[src/rtl/pixcap_pkg.sv]
package pixcap_pkg;

  typedef enum logic [1:0] {
    ST_ARMED = 2'd0,
    ST_PULSE = 2'd1,
    ST_GUARD = 2'd2
  } ctrlState_t;

  typedef struct packed {
    logic capture;     // take a timestamp this cycle
    logic wipe;        // synchronous restart
    logic rearmFirst;  // next capture has no predecessor
  } capStrobe_t;

endpackage

[src/rtl/pixcap_ctrl.sv]
module pixcap_ctrl
  import pixcap_pkg::*;
#(
  parameter int RST_CYC = 4
) (
  input  logic       clk,
  input  logic       rstN,
  input  logic       enable,
  input  logic       clear,
  input  logic       cmpHit,
  output logic       intReset,
  output capStrobe_t strb
);

  localparam int CNT_W = (RST_CYC > 1) ? $clog2(RST_CYC) : 1;
  localparam logic [CNT_W-1:0] LAST = CNT_W'(RST_CYC - 1);

  ctrlState_t state;
  logic [CNT_W-1:0] pulseCnt;

  always_comb begin
    strb.capture    = (state == ST_ARMED) && enable && cmpHit && !clear;
    strb.wipe       = clear;
    strb.rearmFirst = !enable;
  end

  assign intReset = (state == ST_PULSE);

  always_ff @(posedge clk or negedge rstN) begin
    if (!rstN) begin
      state    <= ST_ARMED;
      pulseCnt <= '0;
    end else if (clear) begin
      state    <= ST_ARMED;
      pulseCnt <= '0;
    end else begin
      case (state)
        ST_ARMED: begin
          pulseCnt <= '0;
          if (strb.capture) state <= ST_PULSE;
        end
        ST_PULSE: begin
          if (pulseCnt == LAST) begin
            state    <= ST_GUARD;
            pulseCnt <= '0;
          end else begin
            pulseCnt <= pulseCnt + 1'b1;
          end
        end
        ST_GUARD: state <= ST_ARMED;
        default:  state <= ST_ARMED;
      endcase
    end
  end

endmodule

[src/rtl/pixcap_dp.sv]
module pixcap_dp
  import pixcap_pkg::*;
#(
  parameter int TS_W   = 32,
  parameter int DEPTH  = 8,
  parameter int DROP_W = 16
) (
  input  logic              clk,
  input  logic              rstN,
  input  capStrobe_t        strb,
  input  logic              outReady,
  output logic              outValid,
  output logic              outFirst,
  output logic [TS_W-1:0]   outStamp,
  output logic [TS_W-1:0]   outGap,
  output logic              overflow,
  output logic [DROP_W-1:0] dropCount
);

  localparam int PTR_W = (DEPTH > 1) ? $clog2(DEPTH) : 1;
  localparam int CNT_W = PTR_W + 1;
  localparam logic [CNT_W-1:0] FULL_LVL = CNT_W'(DEPTH);

  logic [TS_W-1:0] tsCounter;
  logic [TS_W-1:0] lastStamp;
  logic            firstPend;

  logic            memFirst [DEPTH];
  logic [TS_W-1:0] memStamp [DEPTH];
  logic [TS_W-1:0] memGap   [DEPTH];

  logic [PTR_W-1:0] wrPtr, rdPtr;
  logic [CNT_W-1:0] fill;
  logic full, push, pop, drop;
  logic [TS_W-1:0] newGap;

  assign full   = (fill == FULL_LVL);
  assign push   = strb.capture && !full;
  assign drop   = strb.capture && full;
  assign pop    = outValid && outReady;
  assign newGap = firstPend ? '0 : (tsCounter - lastStamp);

  assign outValid = (fill != '0);
  assign outFirst = memFirst[rdPtr];
  assign outStamp = memStamp[rdPtr];
  assign outGap   = memGap[rdPtr];

  // time base and predecessor tracking
  always_ff @(posedge clk or negedge rstN) begin
    if (!rstN) begin
      tsCounter <= '0;
      lastStamp <= '0;
      firstPend <= 1'b1;
    end else if (strb.wipe) begin
      tsCounter <= '0;
      lastStamp <= '0;
      firstPend <= 1'b1;
    end else begin
      tsCounter <= tsCounter + 1'b1;
      if (strb.capture) begin
        lastStamp <= tsCounter;
        firstPend <= 1'b0;
      end else if (strb.rearmFirst) begin
        firstPend <= 1'b1;
      end
    end
  end

  // record storage
  always_ff @(posedge clk) begin
    if (push) begin
      memFirst[wrPtr] <= firstPend;
      memStamp[wrPtr] <= tsCounter;
      memGap[wrPtr]   <= newGap;
    end
  end

  // pointers, fill level and drop accounting
  always_ff @(posedge clk or negedge rstN) begin
    if (!rstN) begin
      wrPtr     <= '0;
      rdPtr     <= '0;
      fill      <= '0;
      overflow  <= 1'b0;
      dropCount <= '0;
    end else if (strb.wipe) begin
      wrPtr     <= '0;
      rdPtr     <= '0;
      fill      <= '0;
      overflow  <= 1'b0;
      dropCount <= '0;
    end else begin
      if (push) wrPtr <= (wrPtr == PTR_W'(DEPTH - 1)) ? '0 : wrPtr + 1'b1;
      if (pop)  rdPtr <= (rdPtr == PTR_W'(DEPTH - 1)) ? '0 : rdPtr + 1'b1;
      case ({push, pop})
        2'b10:   fill <= fill + 1'b1;
        2'b01:   fill <= fill - 1'b1;
        default: fill <= fill;
      endcase
      if (drop) begin
        overflow <= 1'b1;
        if (dropCount != '1) dropCount <= dropCount + 1'b1;
      end
    end
  end

endmodule

[src/rtl/pixcap_top.sv]
module pixcap_top
  import pixcap_pkg::*;
#(
  parameter int TS_W    = 32,
  parameter int DEPTH   = 8,
  parameter int RST_CYC = 4,
  parameter int DROP_W  = 16
) (
  input  logic              clk,
  input  logic              rstN,
  input  logic              enable,
  input  logic              clear,
  input  logic              cmpHit,
  output logic              intReset,
  output logic              outValid,
  input  logic              outReady,
  output logic              outFirst,
  output logic [TS_W-1:0]   outStamp,
  output logic [TS_W-1:0]   outGap,
  output logic              overflow,
  output logic [DROP_W-1:0] dropCount
);

  capStrobe_t strb;

  pixcap_ctrl #(.RST_CYC(RST_CYC)) uCtrl (
    .clk      (clk),
    .rstN     (rstN),
    .enable   (enable),
    .clear    (clear),
    .cmpHit   (cmpHit),
    .intReset (intReset),
    .strb     (strb)
  );

  pixcap_dp #(.TS_W(TS_W), .DEPTH(DEPTH), .DROP_W(DROP_W)) uDp (
    .clk       (clk),
    .rstN      (rstN),
    .strb      (strb),
    .outReady  (outReady),
    .outValid  (outValid),
    .outFirst  (outFirst),
    .outStamp  (outStamp),
    .outGap    (outGap),
    .overflow  (overflow),
    .dropCount (dropCount)
  );

endmodule

[config.mk]
export PLATFORM = sky130hd
export DESIGN_NAME = pixcap_top
export DESIGN_NICKNAME = d
export VERILOG_FILES = /design/src/rtl/pixcap_pkg.sv /design/src/rtl/pixcap_ctrl.sv /design/src/rtl/pixcap_dp.sv /design/src/rtl/pixcap_top.sv
export SDC_FILE = /design/constraint.sdc
export NUM_CORES = 1
export LEC_CHECK = 0
export BUFFER_PORTS_ARGS = -buffer_cell sky130_fd_sc_hd__buf_2
export CAP_MARGIN = 20
export CELL_PAD_IN_SITES_DETAIL_PLACEMENT = 0
export CELL_PAD_IN_SITES_GLOBAL_PLACEMENT = 1
export CORE_AREA = 2 2 231 233
export CTS_BUF_LIST = sky130_fd_sc_hd__clkbuf_8
export DETAILED_ROUTE_END_ITERATION = 12
export DIE_AREA = 0 0 233 235
export GPL_TIMING_DRIVEN = 0
export PLACE_DENSITY_LB_ADDON = 0.1
export SETUP_SLACK_MARGIN = 0.3
export SLEW_MARGIN = 20
export SYNTH_ARGS = -nofsm -noshare
export SYNTH_HDL_FRONTEND = slang
export SYNTH_SLANG_ARGS = --single-unit
[constraint.sdc]
create_clock -name clk -period 8.8 [get_ports clk]
set_input_delay 1.32 -clock clk [delete_from_list [all_inputs] [get_ports clk]]
set_output_delay 1.32 -clock clk [all_outputs]
set_load 0.1 [all_outputs]
==> summary.txt <==
TIMING
--------------------------------------------------------------------------------
Final worst path period share                                              0.597
Relative slew slack                                                        0.256
Slack of the critical path                                               3.55 ns
# setup viols final                                                            0
Unrepaired setup endpoints after global routing                            false
Worst Tran Pin Value                                                     1.12 ns
FMAX                                                                     190 MHz
Final hold slack                                                        0.494 ns
Number of pins exceeding their max-slew limit in the final report              0
Number of hold violations in the final report                                  0
Worst-case clock skew                                                  0.0416 ns
Time the final worst path needs with I/O delays and setup                5.25 ns

DIE
--------------------------------------------------------------------------------
Io pins                                                                       90
Die W                                                                233 microns
Total Die Area                                                      0.0548 sq mm
Initial core utilization                                                   0.495
Core Footprint                                                      0.0522 sq mm
Die outline height                                                   235 microns
Floorplan row count                                                           84

CTS
--------------------------------------------------------------------------------
H-tree Lvls                                                                    3
Clk pin slew, worst setup/hold paths                                     0.07 ns
Number of hold buffers added after CTS                                         0
Insertion delay of the later-clocked pin in the worst-skew pair          0.70 ns
PostCTS Resize Cnt                                                             0
Num CTS Buffers                                                               98
Clock root buffer                                                       clkbuf_8
Number of sinks driven by the clock tree                                     616
Max Buffers Root-to-Sink                                                       3
Buffers inserted by post-CTS timing repair                                     0
CTS tree                                                                   built

SYNTH
--------------------------------------------------------------------------------
Primary FF master, synth                                                edfxtp_1
Top cells by instance count after synthesis                         520 x edfxtp_1, 130 x mux4_2, 109 x nand2_1
Share of the synthesized area in the top cell type                         0.603
Netlist Area Pre-Place                                              0.0259 sq mm
Share of synthesized flip-flops with an asynchronous set or reset          0.156
Number of distinct library cells after synthesis                              74
Number of register bits inferred by synthesis                                616
Largest cells by area after synthesis                               edfxtp_1 60%, mux4_2 11%, dfrtp_1 9.2%, mux2_2 2.9%, ha_1 2.0%
Post-Syn Nets                                                               1566
Synthesis warning total                                                        0
Sequential cell area fraction in the yosys report                          0.696
Most frequently used cell type in the post-synthesis netlist            edfxtp_1
Number of flops mapped to enable cells by yosys                              520
Yosys top cell by area                                                  edfxtp_1
Cell count after synthesis                                                  1518
Avg Inst Size Synth                                                   17.0 sq um

DRT
--------------------------------------------------------------------------------
Antenna Violating Nets Remaining                                               0
First-pass DRT Iterations                                                      5
Number of DRC violations after detailed routing                                0
Ratio of routed vias to standard cells                                      5.57
Iteration-0 DRC count of the detailed router                                 993
Total vias in the final route                                              14200
Routed WL                                                           57800 microns
Average detailed-routed wire length per instance                    22.6 microns

PLACE
--------------------------------------------------------------------------------
Final estimated routing congestion in global placement                     0.809
Setup slack at placement                                                 3.92 ns
Number of buffers added on ports                                              89
Post-place instance area                                            0.0279 sq mm
Hpwl dp                                                             40700 microns

PWR
--------------------------------------------------------------------------------
Maximum vdd drop                                                          160 uV
Static Leak                                                            0.0107 uW
Total power draw                                                         6820 uW
Power density over the cells                                         229 mW/mm^2

FINAL LAYOUT
--------------------------------------------------------------------------------
Net total in the final layout                                               1843
Non-Filler Cell Area, Final                                         0.0297 sq mm
Final standard cell utilization of the core                                0.569
Ant diodes                                                                     0
Post-synthesis to final-layout area growth                                 14.9%
Fraction of layout instances using a drive strength above 1                0.289

WORST SETUP PATH
--------------------------------------------------------------------------------
Startpoint kind of the worst setup timing path                         flip-flop
Setup Crit Path Kind                                                flip-flop to primary output
Data arrival time of the critical path                                   3.93 ns
Worst path required time                                                 7.48 ns
Critical path peak fanout                                                     10
CP Capture Type                                                     primary output

GLOBAL ROUTE
--------------------------------------------------------------------------------
Vias in the first global route                                             14900
Number of antenna violations at the first check in global routing              0
Overall track demand over capacity in global routing                       0.218
Largest net degree at the start of global routing                             73
Wire length of the first global-routing pass                        88600 microns
Residual overflow from global routing                                          0

OUTCOME
--------------------------------------------------------------------------------
Run status                                                          complete, no violations

MIN PATH
--------------------------------------------------------------------------------
Type of the worst min-delay path                                    primary input to async pin

RUN
--------------------------------------------------------------------------------
Number of max-capacitance violations reported                                  0

stage by stage:
stage | instances | TNS, ns
after floorplan | 1518 | -114.20
after global placement | 2295 | -2734.63
after detailed placement | 2383 | 0
after CTS | 2554 | 0
after global routing | 2554 | 0
final | 2554 | 0
cell usage in the layout (no fill, tap or decap), types with 18 or more instances in the layout:
master and n:
edfxtp_1 520, buf_2 131, mux4_2 130, nand2_1 109, clkbuf_8 105, dfrtp_1 95
nor2_1 91, inv_1 74, mux2_2 66, a21oi_1 65, buf_4 42, ha_1 41
clkbuf_1 40, xor2_1 39, nand3_1 35, nor3_1 24, clkinv_1 23, xnor2_1 22
a21o_1 20, o21ai_0 18
registers in the layout, summed over array words and instances, names as in the netlist:
name / cells
uDp.memStamp: 256
uDp.rdPtr: 3
uDp.dropCount: 16
uCtrl.state: 2
uDp.memFirst: 8
uDp.firstPend: 1
uDp.overflow: 1
uDp.wrPtr: 3
uCtrl.pulseCnt: 2
uDp.memGap: 256
uDp.lastStamp: 32
uDp.tsCounter: 32
uDp.fill: 4
metal layers:
layer	vias up	part of all wire	track usage
li1	6480	-	-
met1	7362	0.45	0.304
met2	329	0.49	0.358
met3	61	0.045	0.0335
met4	0	0.016	0.0604
met5	-	0	0
cell type report:
| class | count | area [sq um] |
|---|---|---|
| timing repair buffer | 177 | 1150 |
| clock buffer | 105 | 1450 |
| clock inverter | 66 | 347 |
| buffer | 65 | 272 |
| inverter | 44 | 165 |
| tap | 688 | 861 |
| fill | 4127 | 22500 |
| multi-input combinational | 793 | 7490 |
| sequential | 616 | 18000 |
worst max-delay path: stages, from the launching register on:
cell and delay (ns):
dfrtp_1 0.36, clkbuf_1 0.41, buf_2 0.46, buf_1 0.81
mux4_2 0.59, mux2_2 0.30, buf_2 0.30
final timing paths:
| check | from | to | slack [ns] | depth (start not counted) |
|---|---|---|---|---|
| min | rstN | uDp.dropCount[11]$_DFFE_PN0P_ | 0.49 | 1 |
| max | uDp.rdPtr[0]$_DFFE_PN0P_ | outGap[28] | 3.55 | 6 |
| max in group asynchronous | rstN | uDp.lastStamp[4]$_DFFE_PN0P_ | 7.63 | 2 |
| max reg2reg | uDp.tsCounter[10]$_DFF_PN0_ | uDp.memGap[7][23]$_DFFE_PP_ | 4.95 | 9 |
| min in group clk | uDp.overflow$_DFFE_PN0P_ | uDp.overflow$_DFFE_PN0P_ | 0.51 | 1 |
| min reg2reg | uDp.overflow$_DFFE_PN0P_ | uDp.overflow$_DFFE_PN0P_ | 0.51 | 1 |
logic make-up (layout without fill, tap and decap cells):
logic type,after synthesis,count (layout),share of synthesized area
AO/OA/AOI/OAI,153,153,0.0390
XOR/XNOR,61,61,0.0206
adder cells (fa/ha/maj),42,42,0.0206
buffers and inverters,109,457,0.0167
flip-flops,616,616,0.696
multiplexers,199,199,0.143
AND/OR/NAND/NOR,338,338,0.0637
report_power, final:
group | switching [uW] | internal (uW)
Combinational | 970 | 399
Sequential | 21.5 | 3180
Clock | 1080 | 1180
Power figures use the tool's default switching activity.
